## src/rtl/wdt_pkg.sv

```systemverilog
package wdt_pkg;
  localparam int CODE_W = 4;

  localparam int BIT_REVERT = 4;
  localparam int BIT_TEST   = 5;
  localparam int BIT_ALARM  = 6;
  localparam int BIT_MODE   = 7;

  typedef struct packed {
    logic                pin_in_mode;
    logic                test;
    logic                revert;
    logic [CODE_W-1:0]   code;
  } ctrl_t;
endpackage

```

## src/rtl/wdt_sec_timer.sv

```systemverilog
module wdt_sec_timer #(
  parameter int CODE_W   = 4,
  parameter int MAX_CODE = 10
) (
  input  logic              clk_i,
  input  logic              rst_ni,
  input  logic              load_i,
  input  logic [CODE_W-1:0] code_i,
  input  logic              tick_i,
  output logic              expire_o
);
  logic              running_q;
  logic [CODE_W-1:0] limit_q, cnt_q;
  logic              code_ok, last_sec;

  assign code_ok  = (code_i != '0) && (code_i <= CODE_W'(MAX_CODE));
  assign last_sec = (cnt_q == limit_q - 1'b1);
  assign expire_o = running_q && tick_i && !load_i && last_sec;

  always_ff @(posedge clk_i or negedge rst_ni) begin
    if (!rst_ni) begin
      running_q <= 1'b0;
      limit_q   <= '0;
      cnt_q     <= '0;
    end else if (load_i) begin
      running_q <= code_ok;
      limit_q   <= code_i;
      cnt_q     <= '0;
    end else if (running_q && tick_i) begin
      if (last_sec) begin
        running_q <= 1'b0;
        cnt_q     <= '0;
      end else begin
        cnt_q <= cnt_q + 1'b1;
      end
    end
  end
endmodule

```

## src/rtl/wdt_freq_hist.sv

```systemverilog
module wdt_freq_hist #(
  parameter int FSEL_W = 4
) (
  input  logic              clk_i,
  input  logic              rst_ni,
  input  logic [FSEL_W-1:0] strap_i,
  input  logic              wr_i,
  input  logic [FSEL_W-1:0] wdata_i,
  input  logic              expire_i,
  input  logic              revert_i,
  output logic [FSEL_W-1:0] freq_o
);
  logic              sw_valid_q;
  logic [FSEL_W-1:0] sw_q, hist_q;

  assign freq_o = sw_valid_q ? sw_q : strap_i;

  always_ff @(posedge clk_i or negedge rst_ni) begin
    if (!rst_ni) begin
      sw_valid_q <= 1'b0;
      sw_q       <= '0;
      hist_q     <= '0;
    end else if (wr_i) begin
      hist_q     <= freq_o;  // keep the setting being replaced
      sw_q       <= wdata_i;
      sw_valid_q <= 1'b1;
    end else if (expire_i) begin
      if (revert_i) begin
        sw_q       <= hist_q;
        sw_valid_q <= 1'b1;
      end else begin
        sw_valid_q <= 1'b0;
      end
    end
  end
endmodule

```

## src/rtl/wdt_rst_pulse.sv

```systemverilog
module wdt_rst_pulse #(
  parameter int RST_PULSE_CYC = 8
) (
  input  logic clk_i,
  input  logic rst_ni,
  input  logic start_i,
  output logic active_o
);
  localparam int PW = $clog2(RST_PULSE_CYC + 1);
  logic [PW-1:0] cnt_q;

  assign active_o = (cnt_q != '0);

  always_ff @(posedge clk_i or negedge rst_ni) begin
    if (!rst_ni)       cnt_q <= '0;
    else if (start_i)  cnt_q <= PW'(RST_PULSE_CYC);
    else if (active_o) cnt_q <= cnt_q - 1'b1;
  end
endmodule

```

## src/rtl/wdt_freq_revert.sv

```systemverilog
module wdt_freq_revert #(
  parameter int FSEL_W        = 4,
  parameter int MAX_CODE      = 10,
  parameter int RST_PULSE_CYC = 8
) (
  input  logic              clk_i,
  input  logic              rst_ni,
  input  logic              wr_en_i,
  input  logic              addr_i,
  input  logic [7:0]        wdata_i,
  output logic [7:0]        rdata_o,
  input  logic              tick_i,
  input  logic [FSEL_W-1:0] strap_i,
  output logic [FSEL_W-1:0] freq_o,
  output logic              alarm_o,
  input  logic              pin_i,
  output logic              pin_o,
  output logic              pin_oe_o,
  output logic              pwr_down_o
);
  import wdt_pkg::*;

  ctrl_t ctrl_q;
  logic  alarm_q, ctrl_wr, freq_wr, expire, pulse_active;
  logic  unused_wdata;

  assign ctrl_wr      = wr_en_i && !addr_i;
  assign freq_wr      = wr_en_i && addr_i;
  assign unused_wdata = wdata_i[BIT_ALARM];

  always_ff @(posedge clk_i or negedge rst_ni) begin
    if (!rst_ni) begin
      ctrl_q <= '{pin_in_mode: 1'b1, test: 1'b0, revert: 1'b0, code: '0};
      alarm_q <= 1'b0;
    end else begin
      if (ctrl_wr) begin
        ctrl_q.pin_in_mode <= wdata_i[BIT_MODE];
        ctrl_q.test        <= wdata_i[BIT_TEST];
        ctrl_q.revert      <= wdata_i[BIT_REVERT];
        ctrl_q.code        <= wdata_i[CODE_W-1:0];
      end
      if (ctrl_wr && wdata_i[CODE_W-1:0] == '0) alarm_q <= 1'b0;
      else if (expire)                           alarm_q <= 1'b1;
    end
  end

  wdt_sec_timer #(.CODE_W(CODE_W), .MAX_CODE(MAX_CODE)) u_timer (
    .clk_i    (clk_i),
    .rst_ni   (rst_ni),
    .load_i   (ctrl_wr),
    .code_i   (wdata_i[CODE_W-1:0]),
    .tick_i   (tick_i),
    .expire_o (expire)
  );

  wdt_freq_hist #(.FSEL_W(FSEL_W)) u_hist (
    .clk_i    (clk_i),
    .rst_ni   (rst_ni),
    .strap_i  (strap_i),
    .wr_i     (freq_wr),
    .wdata_i  (wdata_i[FSEL_W-1:0]),
    .expire_i (expire),
    .revert_i (ctrl_q.revert),
    .freq_o   (freq_o)
  );

  wdt_rst_pulse #(.RST_PULSE_CYC(RST_PULSE_CYC)) u_pulse (
    .clk_i    (clk_i),
    .rst_ni   (rst_ni),
    .start_i  (expire),
    .active_o (pulse_active)
  );

  assign alarm_o    = alarm_q;
  assign pin_oe_o   = !ctrl_q.pin_in_mode;
  assign pin_o      = !(pulse_active && !ctrl_q.pin_in_mode);
  assign pwr_down_o = ctrl_q.pin_in_mode && !pin_i;

  always_comb begin
    rdata_o = '0;
    if (addr_i) begin
      rdata_o[FSEL_W-1:0] = freq_o;
    end else begin
      rdata_o[CODE_W-1:0] = ctrl_q.code;
      rdata_o[BIT_REVERT] = ctrl_q.revert;
      rdata_o[BIT_TEST]   = ctrl_q.test;
      rdata_o[BIT_ALARM]  = alarm_q;
      rdata_o[BIT_MODE]   = ctrl_q.pin_in_mode;
    end
  end
endmodule

```

## config.mk

```make
export PLATFORM = sky130hd
export DESIGN_NAME = wdt_freq_revert
export DESIGN_NICKNAME = d
export VERILOG_FILES = /design/src/rtl/wdt_pkg.sv /design/src/rtl/wdt_sec_timer.sv /design/src/rtl/wdt_freq_hist.sv /design/src/rtl/wdt_rst_pulse.sv /design/src/rtl/wdt_freq_revert.sv
export SDC_FILE = /design/constraint.sdc
export NUM_CORES = 1
export LEC_CHECK = 0
export BUFFER_PORTS_ARGS = -buffer_cell sky130_fd_sc_hd__clkbuf_2
export CORE_MARGIN = 2
export CORE_UTILIZATION = 35
export DETAILED_ROUTE_END_ITERATION = 16
export PLACE_DENSITY = 0.61
export SLEW_MARGIN = 40
export SYNTH_ARGS = -nofsm -noshare
export SYNTH_HDL_FRONTEND = slang
export SYNTH_SLANG_ARGS = --single-unit
```

## constraint.sdc

```tcl
create_clock -name clk_i -period 2.8 [get_ports clk_i]
set_input_delay 0.56 -clock clk_i [delete_from_list [all_inputs] [get_ports clk_i]]
set_output_delay 0.56 -clock clk_i [all_outputs]
set_load 0.01 [all_outputs]
```

==> flow_metrics.py, run 1 <==
metrics = {
    "outcome": {
        "status": "finished clean",
    },
    "synth": {
        "ys_types": 37,
        "synth_top_family_by_area": "simple AND/OR/NAND/NOR gates",
        "ys_warn_count": 0,
        "synth-seq-cells": 26,
        "syn-num-nets": 182,
        "seq_area_frac_synth_pct": 45.3,
        "synth-simple-area-share_pct": 21.6,
        "synth-xor-area-share_pct": 6.26,
        "synth_mux_area_share_pct": 3.48,
        "synth_adder_area_share_pct": 2.61,
        "synth_area_per_cell_um2": 8.94,
        "synth_compound_area_share_pct": 16.5,
        "synth_area_um2": 1440,
        "syn_inst": 161,
    },
    "setup_path": {
        "cp_max_fo": 5,
        "cp-start-kind": "flop",
        "crit_end": "rdata_o[0]",
        "critPathCaptureType": "output pin",
        "reg2reg_depth": 6,
        "critPathArrivalTime_ps": 1430,
        "critPathLaunch": "u_hist.sw_valid_q",
        "timing.rr.start": "u_timer.limit_q[0]",
        "timing.rr.end": "u_hist.sw_valid_q",
        "required_ps": 2240,
        "rrSetupSlack_ps": 910,
        "critPathKind": "reg2out",
    },
    "place": {
        "gp_congestion": 0.742,
        "hpwl_mm": 2.48,
        "dp.cells": 237,
        "io_buffers": 32,
    },
    "timing": {
        "hold_viol_final": 0,
        "finalSetupTns_ps": 0,
        "clock.fmax_mhz": 503,
        "relSlewSlack_pct": 56.6,
        "finalCriticalPeriod_ps": 1990,
        "fin_crit_sh_pct": 71.0,
        "rsz0062_at_grt": "no",
        "skew_ps": 2.43,
        "fin_hold_ws_ps": 300,
        "final_max_slew_viol_count": 0,
        "worst_pin_slew_ps": 652,
        "setup-violations-final": 0,
    },
    "clock_tree": {
        "cts_max_level": 1,
        "cts-resized-gates": 0,
        "cts_root_buffer": "clkbuf_8",
        "clk-insertion-delay-late_ps": 270,
        "numCtsBuffers": 3,
        "cts_setup_buffers": 0,
        "cts_buffer_depth": 2,
        "cts_num_sinks": 26,
        "cts_tree": "done",
        "cts_hold_buf": 0,
        "clk_pin_slew_ps": 90,
    },
    "layout": {
        "fin_nets": 213,
        "insertedDiodeCount": 0,
        "fill_cells": 415,
        "drive_gt1_share_pct": 23.0,
        "seqCellArea_um2": 652,
        "instances_no_fill": 241,
        "multi_input_area_um2": 727,
        "syn_to_final_growth_pct": 17.9,
    },
    "die": {
        "ioPinCount": 34,
        "dieHeight_um": 68.1,
        "initial_core_util_pct": 36.3,
        "fp.dieArea_um2": 4640,
        "fp.coreArea_um2": 3970,
        "num_rows": 23,
        "die_w_um": 68.1,
    },
    "route": {
        "wl_mm": 3.37,
        "detail_route.wl_per_cell_um": 14.0,
        "drtIter0Drc": 56,
        "antenna_left": 0,
        "drc": 0,
        "firstDrtPassIters": 4,
        "via_count": 1233,
        "vias_per_cell": 5.12,
    },
    "flow_run": {
        "max-cap-violations": 0,
    },
    "grt": {
        "antenna_found_initial": 0,
        "grt_max_degree": 27,
        "grt-ovfl-total": 0,
        "grt_pass1_wl_mm": 5.53,
        "gr-usage-all-layers_pct": 16.3,
        "grt_pass1_vias": 1122,
    },
    "pwr": {
        "leakage_nw": 0.832,
        "peakVddDrop_uv": 361,
        "power.density_nw_per_um2": 698,
    },
    "worst_hold_path": {
        "min_path_type": "in2async",
    },
}
cells in the mapped netlist:
master	n	area share, %
a221oi_1	1	0.61
nor2_2	1	0.43
xnor2_2	2	2.3
a22o_1	1	0.61
nor3_2	1	0.70
o211ai_1	1	0.52
a31o_2	1	0.61
nor2_1	14	3.6
nor3_1	1	0.35
nand3_1	6	2.1
buf_2	1	0.35
nor4_1	1	0.43
xnor2_1	1	0.61
nand3_2	1	0.70
o21ai_0	12	4.2
and3_1	3	1.3
dfstp_2	1	1.8
a211oi_1	3	1.6
or3_1	1	0.43
nor2b_1	5	2.2
clkbuf_1	6	1.6
ha_1	3	2.6
nand2_1	26	6.8
mux2i_1	5	3.5
o31ai_1	4	2.1
xnor3_1	1	1.6
nand4_1	4	1.7
xor2_1	3	1.8
nand2b_1	1	0.43
a21oi_1	8	2.8
a31oi_1	4	1.7
a21o_1	1	0.52
dfrtp_1	25	43
a221o_1	1	0.70
inv_1	9	2.3
and2_1	1	0.43
o41ai_1	1	0.61
final cells by class:
cell class / count / area share (%)
Multi-Input combinational cell: 119 / 42.8
Sequential cell: 26 / 38.4
Timing Repair Buffer: 33 / 9.87
Tap cell: 50 / 3.68
Clock buffer: 4 / 3.24
Inverter: 9 / 1.99
worst min path at each step:
| stage | slack, ps | cells after the start | to | start |
|---|---|---|---|---|
| finish | 300 | 1 | u_pulse.cnt_q[0] | rst_ni |
| floorplan | 260 | 0 | alarm_o | rst_ni |
| global placement | 460 | 2 | ctrl_q[5] | ctrl_q[5] |
| detailed placement | 470 | 2 | ctrl_q[5] | ctrl_q[5] |
| global route | 340 | 1 | u_pulse.cnt_q[0] | rst_ni |
| CTS | 320 | 1 | u_pulse.cnt_q[0] | rst_ni |
logic make-up (layout without fill, tap and decap cells):
kind of cell	Yosys count	after routing
buffers and inverters	16	46
adders and majority gates	3	3
and+or+nand+nor	66	66
xor gates and xnor gates	7	7
DFF	26	26
muxes	5	5
AOI/OAI and AO/OA	38	38
cells in the final DEF (no fill, tap or decap), types with 4 or more instances in the layout:
master | netlist | layout
clkbuf_2 | 0 | 32
nand2_1 | 26 | 26
dfrtp_1 | 25 | 25
nor2_1 | 14 | 14
o21ai_0 | 12 | 12
inv_1 | 9 | 9
a21oi_1 | 8 | 8
nand3_1 | 6 | 6
mux2i_1 | 5 | 5
nor2b_1 | 5 | 5
o31ai_1 | 4 | 4
nand4_1 | 4 | 4
a31oi_1 | 4 | 4
clkbuf_8 | 0 | 4
flip-flops by register name (all words and copies together), names as in the netlist:
register	count
u_pulse.cnt_q	4
u_timer.running_q	1
u_hist.hist_q	4
alarm_o	1
u_hist.sw_valid_q	1
u_timer.limit_q	4
u_timer.cnt_q	4
u_hist.sw_q	4
ctrl_q	3
routing by layer:
metal,up-vias,GRT usage [%],routed length [µm]
met5,-,0,0
met4,0,3.75,20
met3,2,3.95,199
met2,38,23.4,1440
met1,570,24.6,1700
li1,623,-,-
power breakdown:
group / leakage (nW) / switching [mW] / internal (mW) / total, mW
Sequential: 0.314 / 0.0695 / 0.458 / 0.528
Clock: 0.0288 / 0.119 / 0.126 / 0.245
Combinational: 0.490 / 0.234 / 0.178 / 0.412
critical path, cell delays in order, from the launching register on:
cell and delay, ps:
dfrtp_1 490, mux2i_1 390, a21oi_1 130, clkbuf_2 150
per-stage QoR:
step / util, % / worst slack (ps) / instance area (µm²) / power [mW]
3_5_place_dp: 41.4 / 834 / 1640 / 0.949
6_report: 42.8 / 813 / 1700 / 1.18
5_1_grt: 42.8 / 742 / 1700 / 1.27
2_1_floorplan: - / 1120 / 1440 / 0.815
4_1_cts: 42.8 / 800 / 1700 / 1.20
3_3_place_gp: 41.4 / 823 / 1640 / 0.943
No activity file was read; power rests on OpenSTA's default activity.
==> run 2: changes to the inputs <==
Settings changed: ABC_AREA set to 1.
Clock period 2.8 ns to 2.1 ns, I/O delays scaled along.
==> run 2 against run 1 <==
Effect of this change: setup slack got worse by 590 ps; core utilization increased by 0.63 points; total power rose by 56%; via count increased by 2.5%; combinational power is 65% higher; global-route usage is 1.1 points lower; critical path depth is 4 higher; register-to-register slack got worse by 510 ps; critical endpoint is now pin_o; largest cell class unchanged.
==> flow_metrics.py, run 2 <==
metrics = {
    "outcome": {
        "status": "finished clean",
    },
    "setup_path": {
        "critPathArrivalTime_ps": 1460,
        "cp_max_fo": 5,
        "critPathCaptureType": "output pin",
        "critPathKind": "reg2out",
        "cp-start-kind": "flop",
        "required_ps": 1680,
    },
    "synth": {
        "synth_top_family_by_area": "simple AND/OR/NAND/NOR gates",
        "ys_types": 24,
        "synth_top_area_share_pct": 43.1,
        "synth_area_um2": 1450,
        "syn-num-nets": 213,
        "synthTopCellsByCount": "54 x nand2_1, 33 x inv_1, 28 x o21ai_0",
        "synth_mux_area_share_pct": 0,
        "yosys.area.top_type": "dfrtp_1",
        "synth-xor-area-share_pct": 2.41,
        "synth_edf_count": 0,
        "synth_adder_area_share_pct": 2.59,
        "syn_inst": 192,
        "synth_ff_type": "dfrtp_1",
        "seq_area_frac_synth_pct": 44.9,
        "synthTopCellsByArea": "dfrtp_1 43%, nand2_1 14%, o21ai_0 9.7%",
        "synth_compound_area_share_pct": 12.0,
        "synth_area_per_cell_um2": 7.56,
        "synth-simple-area-share_pct": 28.0,
        "ys_warn_count": 0,
        "async_flop_share_pct": 100,
        "synth.most_common_cell": "nand2_1",
        "synth-seq-cells": 26,
    },
    "worst_hold_path": {
        "min_path_type": "in2async",
    },
    "clock_tree": {
        "cts_num_sinks": 26,
        "cts_setup_buffers": 0,
        "cts_tree": "done",
        "numCtsBuffers": 3,
        "cts_root_buffer": "clkbuf_8",
        "clk-insertion-delay-late_ps": 280,
        "cts_buffer_depth": 2,
        "cts_max_level": 1,
        "clk_pin_slew_ps": 90,
    },
    "die": {
        "initial_core_util_pct": 36.3,
        "dieHeight_um": 68.4,
        "die_w_um": 68.4,
        "fp.dieArea_um2": 4680,
        "ioPinCount": 34,
        "fp.coreArea_um2": 4000,
        "num_rows": 23,
    },
    "route": {
        "wl_mm": 3.04,
        "drtIter0Drc": 78,
        "drc": 0,
        "firstDrtPassIters": 4,
        "antenna_left": 0,
        "vias_per_cell": 4.60,
        "via_count": 1264,
        "detail_route.wl_per_cell_um": 11.1,
    },
    "layout": {
        "fin_nets": 247,
        "drive_gt1_share_pct": 20.4,
        "final_cell_mix": "54 x nand2_1, 33 x inv_1, 32 x clkbuf_2",
        "insertedDiodeCount": 0,
        "final_common_cell": "nand2_1",
        "seqCellArea_um2": 652,
        "fill_cells": 415,
        "fin_util_pct": 43.4,
        "multi_input_area_um2": 656,
        "syn_to_final_growth_pct": 19.6,
    },
    "pwr": {
        "switching_share_pct": 36.9,
        "power.density_nw_per_um2": 1060,
        "internal-power_mw": 1.16,
        "p_comb_share_pct": 36.8,
        "clkPwrFrac_pct": 23.1,
        "peakVddDrop_uv": 509,
        "p_sw_uw": 680,
        "power_mw": 1.84,
        "pwr-share-seq_pct": 40.1,
        "leakage_nw": 0.991,
    },
    "timing": {
        "worst_pin_slew_ps": 671,
        "finalSetupTns_ps": 0,
        "setup-violations-final": 0,
        "rsz0062_at_grt": "no",
        "fin_crit_sh_pct": 89.6,
        "clock.fmax_mhz": 531,
        "hold_viol_final": 0,
        "finalCriticalPeriod_ps": 1880,
        "final_max_slew_viol_count": 0,
        "relSlewSlack_pct": 55.2,
        "skew_ps": 2.75,
        "fin_hold_ws_ps": 159,
    },
    "grt": {
        "met3_usage_pct": 3.45,
        "grt.busiest_layer": "met2",
        "use_met2_pct": 22.6,
        "gr-usage-all-layers_pct": 15.2,
        "grt_use_met1_pct": 21.5,
        "grt_pass1_vias": 1146,
        "grt_pass1_wl_mm": 5.25,
        "grt_max_degree": 27,
        "grt-ovfl-total": 0,
        "antenna_found_initial": 0,
    },
    "place": {
        "hpwl_mm": 2.37,
        "io_buffers": 32,
        "gp_congestion": 0.842,
    },
    "flow_run": {
        "max-cap-violations": 0,
    },
}
==> run 2: per-layer routing <==
metal  part of all wire, %  wire, µm  up-vias
li1                      -         -      669
met1                    51      1540      554
met2                    41      1250       36
met3                   6.7       205        5
met4                   1.5        45        0
met5                     0         0        -
==> run 2: area by class of cell <==
cell class	instances	share of cell area, %
Tap cell	50	3.60
Sequential cell	26	37.6
Clock buffer	3	2.38
Timing Repair Buffer	32	9.23
Clock inverter	1	1.73
Inverter	35	7.71
Multi-Input combinational cell	128	37.8
==> run 2: timing repair <==
action / 4_1_cts / 5_1_grt
endpoints found under the setup margin: 0 / 1
gates resized for setup: 0 / 1
hold buffers: 0 / 0
endpoints found under the hold margin: 0 / 0
==> run 2: stage by stage <==
stage | cells | instance area, µm² | worst slack [ps]
after floorplan | 192 | 1450 | 588
after global placement | 271 | 1660 | 433
after detailed placement | 271 | 1660 | 420
after CTS | 275 | 1730 | 117
after global routing | 275 | 1740 | 63.3
final | 275 | 1740 | 218
==> run 2: worst paths after layout <==
kind	from	to	slack, ps	cells after the start
worst max-delay path	u_pulse.cnt_q[0]	pin_o	220	7
worst min-delay path	rst_ni	ctrl_q[5]	160	1
worst max register to register	u_timer.limit_q[0]	u_timer.running_q	400	10
worst min register to register	u_timer.running_q	u_timer.running_q	480	2
max in group asynchronous	rst_ni	u_timer.limit_q[0]	1520	1
min in group clk_i	wdata_i[7]	ctrl_q[6]	330	3
==> run 2: cells by family after synthesis <==
family	after synthesis
AND/OR/NAND/NOR	87
buffers and inverters	38
AO/OA/AOI/OAI	34
flip-flops	26
XOR/XNOR	4
adder cells (fa/ha/maj)	3
==> run 2: worst max-delay path: stages (launching register included) <==
cell	delay, ps
dfrtp_1	390
inv_1	100
ha_1	170
nand2_1	80
nor2_2	160
inv_1	100
nand2_1	60
clkbuf_2	120
==> run 2: power by group through the flow <==
stage | Clock [mW] | Sequential [mW] | Combinational, mW
floorplan | 0 | 0.723 | 0.508
global placement | 0 | 0.743 | 0.674
detailed placement | 0 | 0.747 | 0.684
CTS | 0.432 | 0.738 | 0.687
global route | 0.452 | 0.757 | 0.812
finish | 0.426 | 0.739 | 0.678
